## src/rtl/shl_count_unit.sv

```systemverilog
module shl_count_unit #(
  parameter int XLEN = 64,
  parameter int CNTW = 64
) (
  input  logic            clk,
  input  logic            rst,
  input  logic            valid_in,
  input  logic [XLEN-1:0] operand,
  input  logic [CNTW-1:0] count,
  input  logic            wide,
  input  logic [1:0]      mode,
  output logic            valid_out,
  output logic [XLEN-1:0] result
);
  localparam int SW   = $clog2(XLEN);
  localparam int HALF = XLEN / 2;
  localparam int HSW  = SW - 1;

  logic [SW-1:0]   amt;
  logic            big_byte, big_full, kill;
  logic [XLEN-1:0] src, shifted, trimmed, nxt;
  logic [XLEN-1:0] stage [SW+1];

  assign amt = wide ? count[SW-1:0] : {1'b0, count[HSW-1:0]};

  assign big_byte = wide ? |count[7:SW] : |count[7:HSW];
  assign big_full = wide ? |count[CNTW-1:SW] : |count[CNTW-1:HSW];

  always_comb begin
    case (mode)
      2'b00:   kill = 1'b0;
      2'b01:   kill = big_byte;
      default: kill = big_full;
    endcase
  end

  assign src      = wide ? operand : {{HALF{1'b0}}, operand[HALF-1:0]};
  assign stage[0] = src;

  for (genvar i = 0; i < SW; i++) begin : g_stage
    assign stage[i+1] = amt[i] ? (stage[i] << (1 << i)) : stage[i];
  end

  assign shifted = stage[SW];
  assign trimmed = wide ? shifted : {{HALF{1'b0}}, shifted[HALF-1:0]};
  assign nxt     = kill ? '0 : trimmed;

  always_ff @(posedge clk) begin
    if (rst) begin
      valid_out <= 1'b0;
      result    <= '0;
    end else begin
      valid_out <= valid_in;
      if (valid_in) result <= nxt;
    end
  end
endmodule


```

## config.mk

```make
export PLATFORM = sky130hd
export DESIGN_NAME = shl_count_unit
export DESIGN_NICKNAME = d
export VERILOG_FILES = /design/src/rtl/shl_count_unit.sv
export SDC_FILE = /design/constraint.sdc
export NUM_CORES = 1
export LEC_CHECK = 0
export BUFFER_PORTS_ARGS = -buffer_cell sky130_fd_sc_hd__buf_2
export CAP_MARGIN = 40
export CORE_AREA = 2 2 120 122
export DETAILED_ROUTE_END_ITERATION = 6
export DIE_AREA = 0 0 122 124
export GPL_TIMING_DRIVEN = 0
export PLACE_DENSITY = 0.77
export SETUP_SLACK_MARGIN = 0.3
export SYNTH_ARGS = -nofsm -noshare
export SYNTH_HDL_FRONTEND = slang
export SYNTH_SLANG_ARGS = --single-unit
```

## constraint.sdc

```tcl
create_clock -name clk -period 2 [get_ports clk]
set_clock_uncertainty 0.05 [all_clocks]
set_input_delay 0.2 -clock clk [delete_from_list [all_inputs] [get_ports clk]]
set_output_delay 0.2 -clock clk [all_outputs]
set_load 0.02 [all_outputs]
```

==> reports/results.tsv <==
metric	value	unit
1st-pass router iterations	7	
ant diodes	0	
number of global-route vias before repair	7555	
Rel. slew slack	0.482	
design area	9890	um^2
Mapped Cells	795	
Reg area	1300	um^2
io pins	199	
CP arrival	2.22	ns
FF-to-FF setup slack	0.74	ns
Num CTS Buffers	9	
PortBufs	193	
unrepaired setup endpoints after global routing	yes	
syn nets	929	
slack of the critical path	-0.0431	ns
GRT overflow	0	
final setup violating endpoints	2	
Worst Reg-to-Reg Cells	6	
initial antenna violation count	0	
Multi-input gate area	5770	um^2
root buf cell	clkbuf_16	
worst hold margin	0.268	ns
Place WS	-0.741	ns
Req. time, crit path	2.18	ns
startpoint types	input pin	
core box area	13700	um^2
Fmax	489	MHz
Post-synth EDFFs	0	
share of layout cells above drive strength 1	0.507	
ANT nets after route	0	
internal power	3.35	mW
Yosys top cell by area	dfxtp_1	
post-synthesis sequential area ratio	0.199	
final wirelength	30100	um
all-layer global routing usage	0.373	
Max-cap violations	0	
Synth Register Bits	65	
Clock Power Share	0.304	
die area	15100	um^2
Cell variety after synth	69	
# DRC	5	
synth top area cells	dfxtp_1 (20%), mux4_2 (12%), mux2i_1 (11%)	
final std cells w/o fill	1236	
Max Buffers Root-to-Sink	2	
Setup crit end kind	flip-flop	
Hold WC Path Type	in -> reg	
syn avg cell area	8.21	um^2
YS warnings	0	
most frequent cells in the layout	buf_2 (188), nand2_1 (95), dfxtp_1 (65)	
sw power	1.94	mW
Pleak	4.21	nW
Worst VDD drop	396	uV
Worst R2R End	result[45]$_SDFFE_PP0P_	
cell count of the worst hold path	4	
Die Ht	124	um
largest net degree at the start of global routing	13	
num rows	43	
worst slew pin tran	0.777	ns
FF-to-FF Start	result[45]$_SDFFE_PP0P_	
switch share	0.366	
final net count	1185	
DR WL/cell	24.3	um
Sink Count	65	
crit-path cells	buf_12 > buf_12 > buf_8 > buf_6 > mux4_2 > mux2_4 > buf_6 > a32oi_2 > o211ai_1 > a32o_1	
failing checks	design-rule violations, negative setup slack	
hold path startpoint	rst	
most common cell after layout, fill and taps aside	buf_2	
Seq pwr share	0.252	
share of the synthesized area in the top cell type	0.199	
crit share post-route	1.02	
Final Core Density	0.721	
status	finished, violations left	
Initial Util	0.476	
Worst path max stage delay	0.50	ns
Die X-Extent	122	um
htree depth	3	
power per cell area	535	nW/um^2
ys async rst share	0	
Logic pwr share	0.444	
Inst Count DP	1169	
Primary FF master, synth	dfxtp_1	
Placed Area	7970	um^2
Tmin final	2.04	ns
critical path class	in -> reg	
TritonCTS clock tree	built	
endpoints failing hold	0	
hold buffer count at cts	0	
post-synthesis cell area	6530	um^2
clk_lat worst skew	0.33	ns
vias per cell	6.70	
detailed placement HPWL	21800	um
gp weighted congestion	1.03	
via count	8278	
clk slew on worst S/H paths	0.06	ns
Fin Setup TNS	-0.0494	ns
area grow syn2layout	51.5	%
Pwr Total	5.29	mW
first-pass GRT wire length	42900	um
Iteration-0 DRC Markers	1004	
filler instances	1069	
Slew Limit Fails	0	
Endpoint, Worst Hold	result[51]$_SDFFE_PP0P_	
slowest stage cell, crit path	mux4_2	
Worst Path Max Fanout	5	
cell families after synthesis:
group / synth area share
and+or+nand+nor: 0.186
DFF: 0.199
muxes: 0.286
AOI/OAI and AO/OA: 0.261
buffers and inverters: 0.0673
synthesized netlist by cell type (7+ instances only):
library cell,count
dfxtp_1,65
nand3_1,15
and3_1,7
a2bb2oi_1,26
nor2_1,75
nor4_1,13
and2_1,8
a211oi_1,24
nor3_1,11
nand2b_1,7
nor2b_1,15
nand2_1,103
o21ai_0,39
clkbuf_1,44
o22ai_1,11
buf_2,14
buf_4,7
a21oi_1,44
mux2_2,24
a22o_1,8
o211ai_1,9
inv_1,8
o21a_1,8
mux2i_1,73
a32o_1,7
mux4_2,35
sequential cells by signal, indices dropped and copies added (netlist names):
signal and cells:
valid_out 1, result 64
power by group through the flow:
stage	combinational, mW	sequential [mW]	clock, mW
floorplan	1.10	1.38	0
global placement	1.71	1.36	0
detailed placement	1.71	1.36	0
CTS	2.01	1.33	1.61
global route	2.42	1.33	1.66
finish	2.35	1.33	1.61
cell type report:
cell class | instances | share of cell area
timing repair buffer | 245 | 0.158
sequential | 65 | 0.132
multi-input combinational | 644 | 0.584
buffer | 75 | 0.0680
tap | 180 | 0.0228
inverter | 11 | 0.00481
clock inverter | 6 | 0.00683
clock buffer | 10 | 0.0242
worst max-delay path by stage:
stage | from | end | slack (ns) | cells after the start
2_1_floorplan | count[0] | result[53]$_SDFFE_PP0P_ | -0.0008 | 8
3_3_place_gp | count[0] | result[52]$_SDFFE_PP0P_ | -0.87 | 8
3_5_place_dp | count[0] | result[48]$_SDFFE_PP0P_ | -0.74 | 9
4_1_cts | count[0] | result[53]$_SDFFE_PP0P_ | 0.04 | 9
5_1_grt | count[0] | result[40]$_SDFFE_PP0P_ | -0.06 | 10
6_report | count[0] | result[40]$_SDFFE_PP0P_ | -0.04 | 10
worst max-delay path: cells and delay by family:
kind / cells / cell delay [ns]
buffers and inverters: 5 / 0.53
multiplexers: 2 / 0.82
AO/OA/AOI/OAI: 3 / 0.66
routing by layer:
metal	track usage	wire length [um]	vias up
met5	0	0	-
met4	0.183	1640	0
met3	0.0875	3270	140
met2	0.609	13800	692
met1	0.464	11300	3881
li1	-	-	3565
timing repair:
action,in CTS,in global routing
gates cloned,4,2
resized for setup,158,136
buffers inserted,25,20
pin swaps,33,63
setup endpoints to repair,64,65
endpoints found under the hold margin,0,0
Power figures use the tool's default switching activity.
